File: src/rtl/pwm_speed_pkg.sv
package pwm_speed_pkg;
  localparam int unsigned DEF_PERIOD = 20;
  localparam int unsigned DEF_SET_W  = 5;

  // bits needed to hold values 0..n-1
  function automatic int unsigned idx_w(input int unsigned n);
    return (n <= 2) ? 1 : $clog2(n);
  endfunction
endpackage

File: src/rtl/pwm_thresh.sv
module pwm_thresh #(
  parameter int unsigned PERIOD = 20,
  parameter int unsigned SET_W  = 5,
  parameter int unsigned THR_W  = 5
) (
  input  logic [SET_W-1:0] high_time_i,
  output logic [THR_W-1:0] thr_o
);
  logic [THR_W-1:0] lim;

  generate
    if ((2 ** SET_W) - 1 > PERIOD) begin : g_clamp
      always_comb begin
        if (high_time_i > SET_W'(PERIOD)) lim = THR_W'(PERIOD);
        else                              lim = THR_W'(high_time_i);
      end
    end else begin : g_pass
      assign lim = THR_W'(high_time_i);
    end
  endgenerate

  assign thr_o = THR_W'(PERIOD) - lim;


  always_comb begin
    thr_in_range_chk: assert (thr_o <= THR_W'(PERIOD) || $isunknown(high_time_i));
  end
endmodule

File: src/rtl/pwm_phase_cnt.sv
module pwm_phase_cnt #(
  parameter int unsigned PERIOD = 20,
  parameter int unsigned CNT_W  = 5
) (
  input  logic             clk_i,
  input  logic             rst_ni,
  input  logic             en_i,
  output logic [CNT_W-1:0] cnt_o
);
  localparam logic [CNT_W-1:0] LAST = CNT_W'(PERIOD - 1);

  logic [CNT_W-1:0] cnt_q;

  always_ff @(posedge clk_i or negedge rst_ni) begin
    if (!rst_ni)           cnt_q <= '0;
    else if (!en_i)        cnt_q <= '0;
    else if (cnt_q == LAST) cnt_q <= '0;
    else                   cnt_q <= cnt_q + 1'b1;
  end

  assign cnt_o = cnt_q;


  cnt_range_chk: assert property (@(posedge clk_i) disable iff (!rst_ni)
    cnt_q <= LAST);


  cnt_wrap_chk: assert property (@(posedge clk_i) disable iff (!rst_ni)
    (en_i && cnt_q == LAST) |=> cnt_q == '0);


  cnt_park_chk: assert property (@(posedge clk_i) disable iff (!rst_ni)
    !en_i |=> cnt_q == '0);
endmodule

File: src/rtl/pwm_out_stage.sv
module pwm_out_stage #(
  parameter int unsigned CNT_W = 5,
  parameter int unsigned THR_W = 5
) (
  input  logic             clk_i,
  input  logic             rst_ni,
  input  logic             en_i,
  input  logic [CNT_W-1:0] cnt_i,
  input  logic [THR_W-1:0] thr_i,
  output logic             pwm_o
);
  logic pwm_q;

  always_ff @(posedge clk_i or negedge rst_ni) begin
    if (!rst_ni) pwm_q <= 1'b0;
    else         pwm_q <= en_i && (THR_W'(cnt_i) > thr_i);
  end

  assign pwm_o = pwm_q;


  pwm_gated_chk: assert property (@(posedge clk_i) disable iff (!rst_ni)
    !en_i |=> !pwm_q);


  pwm_first_low_chk: assert property (@(posedge clk_i) disable iff (!rst_ni)
    (cnt_i == '0) |=> !pwm_q);
endmodule

File: src/rtl/pwm_speed_gen.sv
module pwm_speed_gen
  import pwm_speed_pkg::*;
#(
  parameter int unsigned PERIOD = DEF_PERIOD,
  parameter int unsigned SET_W  = DEF_SET_W
) (
  input  logic             clk_i,
  input  logic             rst_ni,
  input  logic             en_i,
  input  logic [SET_W-1:0] high_time_i,
  output logic             pwm_o
);
  localparam int unsigned CNT_W = idx_w(PERIOD);
  localparam int unsigned THR_W = idx_w(PERIOD + 1);

  logic [CNT_W-1:0] cnt;
  logic [THR_W-1:0] thr;

  pwm_thresh #(.PERIOD(PERIOD), .SET_W(SET_W), .THR_W(THR_W)) u_thresh (
    .high_time_i(high_time_i),
    .thr_o      (thr)
  );

  pwm_phase_cnt #(.PERIOD(PERIOD), .CNT_W(CNT_W)) u_cnt (
    .clk_i (clk_i),
    .rst_ni(rst_ni),
    .en_i  (en_i),
    .cnt_o (cnt)
  );

  pwm_out_stage #(.CNT_W(CNT_W), .THR_W(THR_W)) u_out (
    .clk_i (clk_i),
    .rst_ni(rst_ni),
    .en_i  (en_i),
    .cnt_i (cnt),
    .thr_i (thr),
    .pwm_o (pwm_o)
  );


  reset_low_chk: assert property (@(posedge clk_i)
    !rst_ni |=> (!rst_ni || !pwm_o));
endmodule

File: config.mk
export PLATFORM = sky130hd
export DESIGN_NAME = pwm_speed_gen
export DESIGN_NICKNAME = d
export VERILOG_FILES = /design/src/rtl/pwm_speed_pkg.sv /design/src/rtl/pwm_thresh.sv /design/src/rtl/pwm_phase_cnt.sv /design/src/rtl/pwm_out_stage.sv /design/src/rtl/pwm_speed_gen.sv
export SDC_FILE = /design/constraint.sdc
export NUM_CORES = 1
export LEC_CHECK = 0
export ABC_AREA = 1
export ABC_CLOCK_PERIOD_IN_PS = 1450
export BUFFER_PORTS_ARGS = -buffer_cell sky130_fd_sc_hd__buf_2
export CORE_AREA = 2 2 39 41
export DETAILED_ROUTE_END_ITERATION = 7
export DIE_AREA = 0 0 41 43
export SLEW_MARGIN = 5
export SYNTH_ARGS = -nofsm -noshare
export SYNTH_HDL_FRONTEND = slang
export SYNTH_SLANG_ARGS = --single-unit
File: constraint.sdc
create_clock -name clk_i -period 1.45 [get_ports clk_i]
set_input_delay 0.29 -clock clk_i [delete_from_list [all_inputs] [get_ports clk_i]]
set_output_delay 0.29 -clock clk_i [all_outputs]
set_load 0.01 [all_outputs]
======== Word-level counts from Yosys, hierarchy flattened ========
Index checks and enable logic that the tools add are counted.
word-level totals
  register bits after elaboration ......... 6
  logic and storage cells ................. 11
cells by class
  add/subtract/negate cells ............... 2
  magnitude comparators ................... 2
  equal/unequal tests ..................... 1
  mux-type cells .......................... 3
  reduce and logical (&&, ||, !) cells .... 1
operator list
  operator               count
  $mux W5                3
  $add A5 B1 Y5 const B  1
  $eq A5 B5 Y1 const B   1
  $gt A5 B5 Y1           1
  $gt A5 B5 Y1 const B   1
  $sub A5 B5 Y5 const A  1
  $logic_and A1 B1 Y1    1

======== Longest topological paths before layout ========
  depth in word-level cells ............... 5
  depth in mapped cells ................... 15
  gate-level depth less buffers ........... 15

======== Cells and area by module ========
Synthesis repeated with hierarchy kept, for this count alone.
second synthesis, totals
  cell total of the unflattened synthesis .. 74
  area total of the unflattened synthesis .. 514.2 µm²
by module, submodules not included
  module         times used  cells an instance  area an instance (µm²)  sequential area each (µm²)
  pwm_phase_cnt  1           26                 230.2                   125.1
  pwm_out_stage  1           25                 168.9                   25.0
  pwm_thresh     1           23                 115.1                   0.0

======== Least setup slack after synthesis ========
OpenSTA, ideal clock, no wires.
  path type ............................... input -> register
  start ................................... input high_time_i[0]
  end ..................................... register u_out.pwm_q, in the netlist u_out.pwm_o
  arrival ................................. 1743 ps
  slack ................................... -409 ps
  stages on the path ...................... 15
  path buffers ............................ 0
  path through ............................ nor2_1 -> o21bai_2 -> nand2_2 -> nand2_1 -> ha_1 -> o21bai_1 -> o21ai_0 -> o21ai_0 -> ha_1 -> nand2_1 -> inv_1 -> nand2_1 -> nand2_1 -> nor2_1 -> nor2_1
on the way
  word-level cells in the longest chain between the ends .. 5
RTL lines
  element                line                 source
  start, declared        pwm_speed_gen.sv:10  input logic [SET_W-1:0] high_time_i,
  $gt A5 B5 Y1           pwm_thresh.sv:14     if (high_time_i > SET_W'(PERIOD)) lim = THR_W'(PERIOD);
  $mux W5 *              pwm_thresh.sv:14
  $sub A5 B5 Y5 *        pwm_thresh.sv:22     assign thr_o = THR_W'(PERIOD) - lim;
  $gt A5 B5 Y1 *         pwm_out_stage.sv:16  else pwm_q <= en_i && (THR_W'(cnt_i) > thr_i);
  $logic_and A1 B1 Y1 *  pwm_out_stage.sv:16
  end signal, assigned   pwm_out_stage.sv:16
  end, declared          pwm_out_stage.sv:12  logic pwm_q;
Mark *: on every way between the ends. The rest lies on a longest branch, timed or not.

======== Worst setup path after layout ========
  start ................................... input high_time_i[1]
  end ..................................... register u_out.pwm_q, in the netlist u_out.pwm_o
Same word-level chain as after synthesis.

==> flow_metrics.tcl <==
set metrics [dict create \
    status "finished with violations" \
    violations "setup timing" \
    yosysUniqueCellTypes 17 \
    die_x_um 41 \
    synth-seq-cells 6 \
    leakagePower_nw 0.363 \
    cts_tree "yes" \
    setup.worst_path.end_class "flip-flop" \
    finalWorstSetupSlack_ns -0.353 \
    p_per_area_nw_per_um2 710 \
    cp_max_fo 2 \
    fillers 141 \
    placementRows 14 \
    cp_data_required_time_ns 1.58 \
    worst_ep_arrival_time_ns 1.93 \
    slew_viol_final 0 \
    grt_overflow_total 0 \
    drcViolationCount 0 \
    synth_area_per_cell_um2 7.92 \
    worst_path_max_delay_cell "ha_1" \
    synth-edff-count 0 \
    die_h_um 43 \
    antenna_found_initial 0 \
    crit_chain "buf_6 -> nor2_4 -> o21bai_4 -> nand2_2 -> nand2_2 -> ha_4 -> o21bai_4 -> o21ai_2 -> o21ai_1 -> ha_1 -> a21oi_1 -> nand2_1 -> nor2_1 -> nor2_1" \
    r2r_setup_slack_ns 0.21 \
    grt_max_degree 7 \
    dpl.hpwl_um 711 \
    synth_most_common_cell "nand2_1" \
    postLayoutCoreUtil_pct 49.5 \
    nets 96 \
    area_delta_synth_final_pct 49.0 \
    ant_nets 0 \
    swShare_pct 27.5 \
    vias 436 \
    power_frac_clock_pct 29.5 \
    synth_area_leader_cell "dfrtp_1" \
    clkSinkCount 6 \
    ios 9 \
    cts_inserted_buffers 3 \
    fin_crit_sh_pct 124 \
    place.gp.congestion 0.681 \
    skew_ns 0.00238 \
    hold_viol 0 \
    yosys_most_used_dff "dfrtp_1" \
    via_per_inst 4.59 \
    h-tree-depth 1 \
    rsz0062_at_grt "yes" \
    power_w 0.000486 \
    async_flop_share_pct 100 \
    drt_first_pass_iters 4 \
    switchingPower_w 0.000134 \
    max_clock_freq_ghz 0.555 \
    cts-root-buf "clkbuf_4" \
    diodes 0 \
    path_class "in -> reg" \
    grt.total_usage_pct 11.6 \
    drtIter0Drc 3 \
    die_area_um2 1760 \
    clock_path_buffers 2 \
    setup_viol 1 \
    p_int_w 0.000352 \
    drive_above_1_share_pct 40.5 \
    syn-instance-count 58 \
    crit_path_start_kind "input port" \
    comb_power_share_pct 32.5 \
    synth-warning-count 0 \
    hp-class "in -> reg" \
    tightestPinTransition_ns 0.180 \
    slowest_delay_ns 0.32 \
    cap_violations 0 \
    grt_pass1_vias 380 \
    max-vdd-ir-drop_mv 0.418 \
    pwr-share-seq_pct 38.0 \
    clock_latency_ns 0.23 \
    synth_area_um2 459 \
    place.port_buffers 8 \
    synth_area_leaders "dfrtp_1 33%, ha_1 19%, nand2_1 9.0%" \
    clk_pin_slew_worst_paths_ns 0.04 \
    synth_top_cell_area_share_pct 32.7 \
    ys_seq_area_share_pct 32.7 \
    drt-total-wl_um 867 \
    grt_pass1_wl_mm 1.36 \
    synthTopCellsByCount "11 x nand2_1, 9 x nor2_1, 7 x ha_1" \
    core_um2 1380 \
    fin_crit_ns 1.80 \
    initial_core_util_pct 33.2 \
    mappedNetlistNets 73 \
    relSlewSlack_pct 88.0 \
    wl_per_cell_um 9.13 \
]
==> routing by layer <==
| metal | wire [um] | up-vias | GRT usage (%) |
|---|---|---|---|
| met1 | 381 | 194 | 14.0 |
| met2 | 456 | 8 | 16.9 |
| met5 | 0 | - | 0 |
| met3 | 29 | 0 | 3.14 |
| li1 | - | 234 | - |
| met4 | 0 | 0 | 8.00 |
==> layout by cell type (no fill, tap or decap) <==
cell type      n
nor2_4         1
inv_1          4
o21bai_4       2
dlygate4sd3_1  1
nand2_1        9
nand4_1        1
clkbuf_4       3
nor3_1         1
nand3_1        3
ha_4           1
buf_2          6
inv_2          3
a21oi_1        2
nand2_2        3
ha_1           6
nand2_4        1
buf_6          2
buf_4          9
o21ai_2        1
dfrtp_1        6
xor2_1         3
xnor2_1        1
nand3b_1       1
o21ai_1        1
nor2_1         8
==> sequential cells by signal (all words and copies together) (netlist names) <==
signal       flops
u_out.pwm_o      1
u_cnt.cnt_o      5
==> worst max-delay path: cells and delay by family <==
kind / cells / cell delay [ns]
fa+ha+maj: 2 / 0.48
buf+inv: 1 / 0.10
simple gates: 6 / 0.51
compound gates: 5 / 0.55
==> stage by stage <==
stage	instance area [um^2]	hold slack (ns)	worst slack [ns]	setup TNS, ns	cells
global placement	589	0.115	-0.554	-0.554	90
floorplan	469	-0.00559	-0.336	-0.336	58
CTS	622	0.278	-0.316	-0.316	94
finish	684	0.284	-0.353	-0.353	95
detailed placement	589	0.115	-0.575	-0.575	90
global route	684	0.300	-0.483	-0.483	95
==> power by group through the flow <==
| stage | sequential (W) | clock (W) | combinational, W |
|---|---|---|---|
| CTS | 0.000185 | 0.000153 | 0.000134 |
| global placement | 0.000187 | 0 | 0.000128 |
| detailed placement | 0.000187 | 0 | 0.000131 |
| floorplan | 0.000187 | 0 | 0.0000753 |
| finish | 0.000185 | 0.000143 | 0.000158 |
| global route | 0.000186 | 0.000156 | 0.000181 |
==> repair_timing <==
action                                  in CTS  in global routing
endpoints found under the setup margin       1                  1
hold buffers                                 1                  0
pin swaps                                    1                 10
setup buffers                                0                  1
gates resized for setup                      1                 13
hold endpoints to repair                     6                  0
gates cloned                                 0                  0
==> final timing paths <==
check,from,endpoint,cells after the start
setup / recovery,high_time_i[1],u_out.pwm_o$_DFF_PN0_,14
max in group asynchronous,rst_ni,u_cnt.cnt_o[2]$_DFF_PN0_,2
setup reg to reg,u_cnt.cnt_o[2]$_DFF_PN0_,u_out.pwm_o$_DFF_PN0_,7
hold / removal,en_i,u_cnt.cnt_o[1]$_DFF_PN0_,3
min in group asynchronous,rst_ni,u_cnt.cnt_o[1]$_DFF_PN0_,2
hold reg to reg,u_cnt.cnt_o[0]$_DFF_PN0_,u_cnt.cnt_o[0]$_DFF_PN0_,1
==> layout make-up <==
cell class                      count  area (um^2)  share of cell area (%)
Clock buffer                        3         22.5                    3.29
Timing Repair Buffer               18          130                    19.0
Inverter                            7         26.3                    3.84
Tap cell                           16         20.0                    2.93
Multi-Input combinational cell     45          335                    49.0
Sequential cell                     6          150                    21.9
==> cells by family after synthesis <==
family | count (synthesis) | synth area share, %
and+or+nand+nor | 28 | 26.4
buffers and inverters | 7 | 5.72
adders and majority gates | 7 | 19.1
AOI/OAI and AO/OA | 6 | 8.45
DFF | 6 | 32.7
xor gates and xnor gates | 4 | 7.63
No activity file was read; power rests on OpenSTA's default activity.
